$ cat src/rtl/gpio_port_pkg.sv
package gpio_port_pkg;

  typedef enum logic [1:0] {
    PM_IN  = 2'd0,
    PM_OUT = 2'd1,
    PM_ALT = 2'd2,
    PM_ANA = 2'd3
  } pin_mode_e;

  localparam logic [1:0] PULL_UP = 2'd1;

  typedef enum logic [1:0] {
    RST_PLAIN  = 2'd0,
    RST_PORT_A = 2'd1,
    RST_PORT_B = 2'd2
  } rst_preset_e;

  // word indices (byte offset / 4)
  localparam logic [3:0] W_MODE  = 4'd0;
  localparam logic [3:0] W_OTYPE = 4'd1;
  localparam logic [3:0] W_SPEED = 4'd2;
  localparam logic [3:0] W_PULL  = 4'd3;
  localparam logic [3:0] W_IDR   = 4'd4;
  localparam logic [3:0] W_ODR   = 4'd5;
  localparam logic [3:0] W_SETCL = 4'd6;
  localparam logic [3:0] W_LOCK  = 4'd7;
  localparam logic [3:0] W_AFL   = 4'd8;
  localparam logic [3:0] W_AFH   = 4'd9;
  localparam logic [3:0] W_CLR   = 4'd10;

  typedef struct packed {
    logic [31:0] mode;
    logic [31:0] otype;
    logic [31:0] speed;
    logic [31:0] pull;
    logic [31:0] odr;
    logic [31:0] lock;
    logic [31:0] afl;
    logic [31:0] afh;
  } port_cfg_t;

  function automatic port_cfg_t preset_cfg(rst_preset_e p);
    port_cfg_t c;
    c = '0;
    case (p)
      RST_PORT_A: begin
        c.mode = 32'hA800_0000;
        c.pull = 32'h6400_0000;
      end
      RST_PORT_B: begin
        c.mode  = 32'h0000_0280;
        c.speed = 32'h0000_00C0;
        c.pull  = 32'h0000_0100;
      end
      default: ;
    endcase
    return c;
  endfunction

endpackage

$ cat src/rtl/gpio_port_regs.sv
module gpio_port_regs
  import gpio_port_pkg::*;
#(
  parameter int unsigned NPIN    = 16,
  parameter int unsigned AW      = 10,
  parameter bit          HAS_BRR = 1'b1,
  parameter rst_preset_e PRESET  = RST_PLAIN
) (
  input  logic            clk_i,
  input  logic            rst_ni,
  input  logic            req_i,
  input  logic            we_i,
  input  logic [AW-1:0]   addr_i,
  input  logic [31:0]     wdata_i,
  input  logic            en_i,
  input  logic            rst_rise_i,
  input  logic [NPIN-1:0] idr_i,
  output logic [31:0]     rdata_o,
  output logic            wr_ok_o,
  output logic            bad_acc_o,
  output port_cfg_t       cfg_o
);

  localparam logic [31:0] PIN_MASK = 32'((64'd1 << NPIN) - 64'd1);
  localparam logic [3:0]  LAST_W   = HAS_BRR ? W_CLR : W_AFH;
  localparam port_cfg_t   RST_CFG  = preset_cfg(PRESET);

  port_cfg_t   cfg_q;
  logic [3:0]  word;
  logic        hit;
  logic [31:0] set_m, clr_m;

  assign word  = addr_i[5:2];
  assign hit   = (addr_i[1:0] == 2'b00) && (addr_i[AW-1:6] == '0) && (word <= LAST_W);
  assign set_m = wdata_i & PIN_MASK;
  assign clr_m = (wdata_i >> 16) & PIN_MASK;

  assign wr_ok_o   = req_i && we_i && en_i && hit;
  assign bad_acc_o = req_i && (!en_i || !hit);
  assign cfg_o     = cfg_q;

  always_ff @(posedge clk_i or negedge rst_ni) begin
    if (!rst_ni) begin
      cfg_q <= RST_CFG;
    end else if (rst_rise_i) begin
      cfg_q <= RST_CFG;
    end else if (wr_ok_o) begin
      case (word)
        W_MODE:  cfg_q.mode  <= wdata_i;
        W_OTYPE: cfg_q.otype <= wdata_i;
        W_SPEED: cfg_q.speed <= wdata_i;
        W_PULL:  cfg_q.pull  <= wdata_i;
        W_ODR:   cfg_q.odr   <= wdata_i;
        W_SETCL: cfg_q.odr   <= (cfg_q.odr & ~clr_m) | set_m;
        W_LOCK:  cfg_q.lock  <= wdata_i;
        W_AFL:   cfg_q.afl   <= wdata_i;
        W_AFH:   cfg_q.afh   <= wdata_i;
        W_CLR:   cfg_q.odr   <= cfg_q.odr & ~set_m;
        default: ;  // input data word is read-only
      endcase
    end
  end

  always_comb begin
    rdata_o = '0;
    if (req_i && !we_i && en_i && hit) begin
      case (word)
        W_MODE:  rdata_o = cfg_q.mode;
        W_OTYPE: rdata_o = cfg_q.otype;
        W_SPEED: rdata_o = cfg_q.speed;
        W_PULL:  rdata_o = cfg_q.pull;
        W_IDR:   rdata_o = 32'(idr_i);
        W_ODR:   rdata_o = cfg_q.odr;
        W_LOCK:  rdata_o = cfg_q.lock;
        W_AFL:   rdata_o = cfg_q.afl;
        W_AFH:   rdata_o = cfg_q.afh;
        default: rdata_o = '0;
      endcase
    end
  end

  assert_set_wins_R3: assert property (@(posedge clk_i) disable iff (!rst_ni)
    (wr_ok_o && word == W_SETCL && !rst_rise_i) |=>
      (((cfg_q.odr & $past(set_m)) == $past(set_m)) &&
       ((cfg_q.odr & $past(clr_m & ~set_m)) == 32'd0)));

  assert_off_write_ignored_R6: assert property (@(posedge clk_i) disable iff (!rst_ni)
    (req_i && we_i && !en_i && !rst_rise_i) |=> ($stable(cfg_q.odr) && $stable(cfg_q.mode)));

  assert_port_rst_clears_R7: assert property (@(posedge clk_i) disable iff (!rst_ni)
    rst_rise_i |=> (cfg_q.odr == 32'd0 && cfg_q.lock == 32'd0));

endmodule

$ cat src/rtl/gpio_pin_resolve.sv
module gpio_pin_resolve
  import gpio_port_pkg::*;
#(
  parameter int unsigned NPIN = 16
) (
  input  logic [2*NPIN-1:0] mode_i,
  input  logic [2*NPIN-1:0] pull_i,
  input  logic [NPIN-1:0]   odr_i,
  input  logic [NPIN-1:0]   drv_i,
  input  logic [NPIN-1:0]   val_i,
  output logic [NPIN-1:0]   lvl_o,
  output logic [NPIN-1:0]   in_mode_o,
  output logic [NPIN-1:0]   clash_o
);

  for (genvar i = 0; i < NPIN; i++) begin : g_pin
    logic [1:0] m, p;
    logic       is_out;
    assign m      = mode_i[2*i +: 2];
    assign p      = pull_i[2*i +: 2];
    assign is_out = (m == PM_OUT);

    // external driver > own output > pull-up
    assign lvl_o[i]     = drv_i[i] ? val_i[i] : (is_out ? odr_i[i] : (p == PULL_UP));
    assign in_mode_o[i] = (m == PM_IN);
    assign clash_o[i]   = drv_i[i] && is_out;
  end

endmodule

$ cat src/rtl/gpio_port_evt.sv
module gpio_port_evt #(
  parameter int unsigned NPIN = 16
) (
  input  logic            clk_i,
  input  logic            rst_ni,
  input  logic            en_i,
  input  logic            port_rst_i,
  input  logic [NPIN-1:0] drv_i,
  input  logic [NPIN-1:0] val_i,
  input  logic            wr_ok_i,
  input  logic            bad_acc_i,
  input  logic [NPIN-1:0] lvl_i,
  input  logic [NPIN-1:0] in_mode_i,
  input  logic [NPIN-1:0] clash_i,
  output logic [NPIN-1:0] drv_q_o,
  output logic [NPIN-1:0] val_q_o,
  output logic            rst_rise_o,
  output logic [NPIN-1:0] idr_o,
  output logic [NPIN-1:0] relay_o,
  output logic            upd_o,
  output logic            acc_err_o,
  output logic            clash_o
);

  logic            en_q, prst_q, trig, trig_q, upd_q, err_q, clash_q;
  logic [NPIN-1:0] drv_q, val_q, idr_q, relay_q;

  assign rst_rise_o = port_rst_i && !prst_q;
  assign trig = wr_ok_i || (port_rst_i != prst_q) || (en_i != en_q) ||
                (drv_i != drv_q) || (val_i != val_q);

  always_ff @(posedge clk_i or negedge rst_ni) begin
    if (!rst_ni) begin
      en_q    <= 1'b0;
      prst_q  <= 1'b0;
      drv_q   <= '0;
      val_q   <= '0;
      trig_q  <= 1'b1;  // evaluate once after reset
      upd_q   <= 1'b0;
      err_q   <= 1'b0;
      clash_q <= 1'b0;
      idr_q   <= '0;
    end else begin
      en_q    <= en_i;
      prst_q  <= port_rst_i;
      drv_q   <= drv_i;
      val_q   <= val_i;
      trig_q  <= trig;
      upd_q   <= trig_q;
      err_q   <= bad_acc_i;
      clash_q <= trig_q && (|clash_i);
      idr_q   <= lvl_i;
    end
  end

  for (genvar i = 0; i < NPIN; i++) begin : g_relay
    always_ff @(posedge clk_i or negedge rst_ni) begin
      if (!rst_ni)                                     relay_q[i] <= 1'b0;
      else if (in_mode_i[i] && (lvl_i[i] != idr_q[i])) relay_q[i] <= lvl_i[i];
    end
  end

  assign drv_q_o   = drv_q;
  assign val_q_o   = val_q;
  assign idr_o     = idr_q;
  assign relay_o   = relay_q;
  assign upd_o     = upd_q;
  assign acc_err_o = err_q;
  assign clash_o   = clash_q;

  assert_relay_input_only_R5: assert property (@(posedge clk_i) disable iff (!rst_ni)
    ((relay_q ^ $past(relay_q)) & ~$past(in_mode_i)) == '0);

  assert_clash_with_upd_R11: assert property (@(posedge clk_i) disable iff (!rst_ni)
    clash_q |-> upd_q);

endmodule

$ cat src/rtl/gpio_port.sv
module gpio_port
  import gpio_port_pkg::*;
#(
  parameter int unsigned NPIN    = 16,
  parameter int unsigned AW      = 10,
  parameter bit          HAS_BRR = 1'b1,
  parameter rst_preset_e PRESET  = RST_PLAIN
) (
  input  logic            clk_i,
  input  logic            rst_ni,
  input  logic            req_i,
  input  logic            we_i,
  input  logic [AW-1:0]   addr_i,
  input  logic [31:0]     wdata_i,
  output logic [31:0]     rdata_o,
  input  logic            port_en_i,
  input  logic            port_rst_i,
  input  logic [NPIN-1:0] pin_drv_i,
  input  logic [NPIN-1:0] pin_val_i,
  output logic [NPIN-1:0] pin_chg_o,
  output logic            port_upd_o,
  output logic            acc_err_o,
  output logic            pin_clash_o
);

  port_cfg_t       cfg;
  logic            wr_ok, bad_acc, rst_rise;
  logic [NPIN-1:0] drv_q, val_q, lvl, in_mode, clash, idr;

  gpio_port_regs #(
    .NPIN(NPIN), .AW(AW), .HAS_BRR(HAS_BRR), .PRESET(PRESET)
  ) u_regs (
    .clk_i      (clk_i),
    .rst_ni     (rst_ni),
    .req_i      (req_i),
    .we_i       (we_i),
    .addr_i     (addr_i),
    .wdata_i    (wdata_i),
    .en_i       (port_en_i),
    .rst_rise_i (rst_rise),
    .idr_i      (idr),
    .rdata_o    (rdata_o),
    .wr_ok_o    (wr_ok),
    .bad_acc_o  (bad_acc),
    .cfg_o      (cfg)
  );

  gpio_pin_resolve #(.NPIN(NPIN)) u_resolve (
    .mode_i    (cfg.mode[2*NPIN-1:0]),
    .pull_i    (cfg.pull[2*NPIN-1:0]),
    .odr_i     (cfg.odr[NPIN-1:0]),
    .drv_i     (drv_q),
    .val_i     (val_q),
    .lvl_o     (lvl),
    .in_mode_o (in_mode),
    .clash_o   (clash)
  );

  gpio_port_evt #(.NPIN(NPIN)) u_evt (
    .clk_i      (clk_i),
    .rst_ni     (rst_ni),
    .en_i       (port_en_i),
    .port_rst_i (port_rst_i),
    .drv_i      (pin_drv_i),
    .val_i      (pin_val_i),
    .wr_ok_i    (wr_ok),
    .bad_acc_i  (bad_acc),
    .lvl_i      (lvl),
    .in_mode_i  (in_mode),
    .clash_i    (clash),
    .drv_q_o    (drv_q),
    .val_q_o    (val_q),
    .rst_rise_o (rst_rise),
    .idr_o      (idr),
    .relay_o    (pin_chg_o),
    .upd_o      (port_upd_o),
    .acc_err_o  (acc_err_o),
    .clash_o    (pin_clash_o)
  );

  assert_upd_after_write_R5: assert property (@(posedge clk_i) disable iff (!rst_ni)
    wr_ok |=> ##1 port_upd_o);

  assert_off_read_err_R6: assert property (@(posedge clk_i) disable iff (!rst_ni)
    (req_i && !port_en_i) |=> acc_err_o);

endmodule

$ cat config.mk
export PLATFORM = sky130hd
export DESIGN_NAME = gpio_port
export DESIGN_NICKNAME = d
export VERILOG_FILES = /design/src/rtl/gpio_port_pkg.sv /design/src/rtl/gpio_port_regs.sv /design/src/rtl/gpio_pin_resolve.sv /design/src/rtl/gpio_port_evt.sv /design/src/rtl/gpio_port.sv
export SDC_FILE = /design/constraint.sdc
export NUM_CORES = 1
export LEC_CHECK = 0
export ABC_AREA = 1
export BUFFER_PORTS_ARGS = -buffer_cell sky130_fd_sc_hd__buf_2
export CAP_MARGIN = 25
export CORE_MARGIN = 5
export CORE_UTILIZATION = 56
export DETAILED_ROUTE_END_ITERATION = 8
export GPL_ROUTABILITY_DRIVEN = 0
export HOLD_SLACK_MARGIN = 0.12
export PLACE_DENSITY = 0.75
export REMOVE_ABC_BUFFERS = 1
export SYNTH_ARGS = -nofsm -noshare
export SYNTH_HDL_FRONTEND = slang
export SYNTH_HIERARCHICAL = 1
export SYNTH_SLANG_ARGS = --single-unit
$ cat constraint.sdc
create_clock -name clk_i -period 3.9 [get_ports clk_i]
set_input_delay 0.39 -clock clk_i [delete_from_list [all_inputs] [get_ports clk_i]]
set_output_delay 0.39 -clock clk_i [all_outputs]
set_load 0.005 [all_outputs]
==> out/metrics.yaml <==
dieArea_um2: 34060
max_slew_margin_pct: 26.56
worst_setup_path_start_kind: "primary input"
power_density_nw_per_um2: 401.4
hold_ws_ps: 282.9
grt_pass1_wl_mm: 90.27
layout.cells.non_filler: 2922
synth_cell_types: 26
total_leakage_power_nw: 10.73
hold_violations: 0
drive_gt1_share_pct: 10.06
critPathMaxFanout: 15
status: "complete, no violations"
synthCells: 2392
wl_per_cell_um: 19.71
cp.arrival_ps: 3150
ys_seq_area_share_pct: 47.83
synthArstFlopShare_pct: 100.0
initial_utilization_pct: 56.21
grt_max_degree: 99
drt_pass1_iterations: 6
vias: 17190
dp_slack_ps: 1037
whs_path_depth: 6
critPathTopFamily: "buffers and inverters"
final_max_slew_viol_count: 0
crit_type: "in2out"
cts_num_sinks: 326
crit_buf_inv: 5
synth_top_area_share_pct: 47.67
antenna_cells: 0
cts_made_buffers: 36
cpPeakStageDelay_ps: 670
dieWidth_um: 184.5
place_hpwl_mm: 36.49
syn_area_per_cell_um2: 7.132
grt.total_usage_pct: 33.60
synth_area_leader_cell: "dfrtp_1"
path_clk_slew_ps: 60
cap_violations: 0
reg2reg_slack_ps: 1350
rsz0062_at_grt: "false"
path_cells: "dlygate4sd3_1 -> buf_2 -> nand2_1 -> nor2_1 -> nand3_1 -> inv_1 -> nand3_1 -> buf_4 -> a21oi_1 -> buf_2"
wirelength_mm: 57.60
crit_required_ps: 3510
cts_root_buf: "clkbuf_16"
holdCritStartpoint: "wdata_i[0]"
clk-insertion-delay-late_ps: 520
timing.rr.end: "u_regs/cfg_o[109]$_DFFE_PN0P_"
rr_startpoint: "u_evt/prst_q$_DFF_PN0_"
clockBufferDepth: 3
drc: 0
ys.warnings.count: 6
worst_pin_slew_ps: 1102
core_um2: 30350
tns_ps: 0
post_dp_cell_area_um2: 18050
drtIter0Drc: 2083
io_buffer_count: 130
vias_per_cell: 5.882
ant_nets: 0
area_growth_pct: 15.28
overflow: 0
stdcell_area_um2: 19670
dp.cells: 2822
setup_viol: 0
worst_hold_path_type: "in2reg"
cts_setup_buffers: 0
r2r.worst_path.cells: 8
cts_tree: "yes"
whs_endpoint: "u_regs/cfg_o[96]$_DFFE_PN0P_"
max-vdd-ir-drop_mv: 0.3535
num_rows: 64
final_nets: 2581
cts_max_level: 2
synth_flop_cell: "dfrtp_1"
synthTopCellsByCount: "nand2_1, nand3_1, dfrtp_1, inv_1, nor2_1"
grt_pass1_vias: 16350
fin_ws_ps: 360.7
skew_ps: 12.94
fill_cells: 2601
syn_area_um2: 17060
fin_crit_sh_pct: 90.75
cp-end-kind: "output pin"
fmax_mhz: 282.5
io_pins: 131
yosys-top-cells-area: "dfrtp_1, nand2_1, nand3_1"
antenna_found_initial: 0
post-route-min-period_ps: 3539
synth-seq-cells: 326
crit_path_top_delay_cell: "nand3_1"
synth_edf_count: 0
synth.most_common_cell: "nand2_1"
die_h_um: 184.5
-- report_power, final --
part	leakage [nW]	internal, mW	switching [mW]	total, mW
Sequential	4.39	3.47	0.101	3.57
Clock	0.618	2.25	1.38	3.64
Combinational	5.73	0.195	0.489	0.685
Total	10.7	5.92	1.97	7.89
-- stage by stage --
stage / utilization, % / power (mW)
final: 64.80 / 7.893
after global routing: 64.80 / 8.141
after CTS: 64.80 / 7.899
after detailed placement: 59.49 / 4.267
after global placement: 59.49 / 4.249
after floorplan: - / 3.906
-- cell usage in the layout, fill, tap and decap left out, types with 9 or more instances in the layout --
| cell type | instances |
|---|---|
| a21oi_1 | 48 |
| buf_2 | 129 |
| buf_4 | 41 |
| clkbuf_1 | 9 |
| clkbuf_16 | 37 |
| clkinv_1 | 31 |
| dfrtp_1 | 325 |
| dlygate4sd3_1 | 36 |
| inv_1 | 185 |
| nand2_1 | 824 |
| nand3_1 | 542 |
| nand4_1 | 21 |
| nor2_1 | 166 |
| nor2_4 | 9 |
| o21ai_0 | 40 |
| o21ai_1 | 16 |
| o31ai_1 | 16 |
-- worst max path at each step --
stage	startpoint	to	cells after the start
2_1_floorplan	addr_i[2]	u_regs/cfg_o[0]$_DFFE_PN0P_	8
3_3_place_gp	addr_i[3]	rdata_o[10]	10
3_5_place_dp	addr_i[3]	rdata_o[10]	10
4_1_cts	port_en_i	rdata_o[10]	10
5_1_grt	port_en_i	rdata_o[10]	10
6_report	port_en_i	rdata_o[10]	10
-- kinds of logic after synthesis --
kind of cell / share of synthesized area [%]
DFF: 47.83
adders and majority gates: 0.07333
AOI/OAI and AO/OA: 3.968
and+or+nand+nor: 39.00
buffers and inverters: 8.720
xor gates and xnor gates: 0.4107
-- cell type report --
type                    count  area [um2]  share of cell area [%]
clock inverters            12       210.2                   1.069
well taps                 396       495.5                   2.519
flip-flops and latches    326        8159                   41.49
inverters                 219       827.0                   4.205
repair buffers            213        1449                   7.367
multi-input cells        1704        7483                   38.05
clock buffers              52        1042                   5.300
-- flip-flops by register name, indices dropped and copies added, names as in the netlist --
name and count:
u_evt/en_q 1, u_evt/drv_q_o 16, u_evt/upd_o 1, u_evt/trig_q 1
u_evt/clash_o 1, u_evt/idr_o 16, u_evt/prst_q 1, u_evt/acc_err_o 1
u_regs/cfg_o 256, u_evt/relay_o 16, u_evt/val_q_o 16
-- routing by layer --
| metal | vias to the layer above | routed length, um | share of wire (%) | GRT usage (%) |
|---|---|---|---|---|
| met1 | 8085 | 22560 | 39 | 46.55 |
| met3 | 198 | 6270 | 11 | 6.079 |
| met2 | 1058 | 25920 | 45 | 51.73 |
| li1 | 7846 | - | - | - |
| met4 | 0 | 2842 | 4.9 | 15.65 |
| met5 | - | 0 | 0 | 0 |
-- what timing repair did --
action	4_1_cts	5_1_grt
hold endpoints to repair	128	0
resized for setup	0	0
hold buffers	36	0
-- worst min-delay path, delay by kind of cell --
family                 cells  cell delay [ps]
AO/OA/AOI/OAI              1               60
buffers and inverters      1               90
AND/OR/NAND/NOR            4              220
Note: power is estimated with default switching activity, not from simulation.
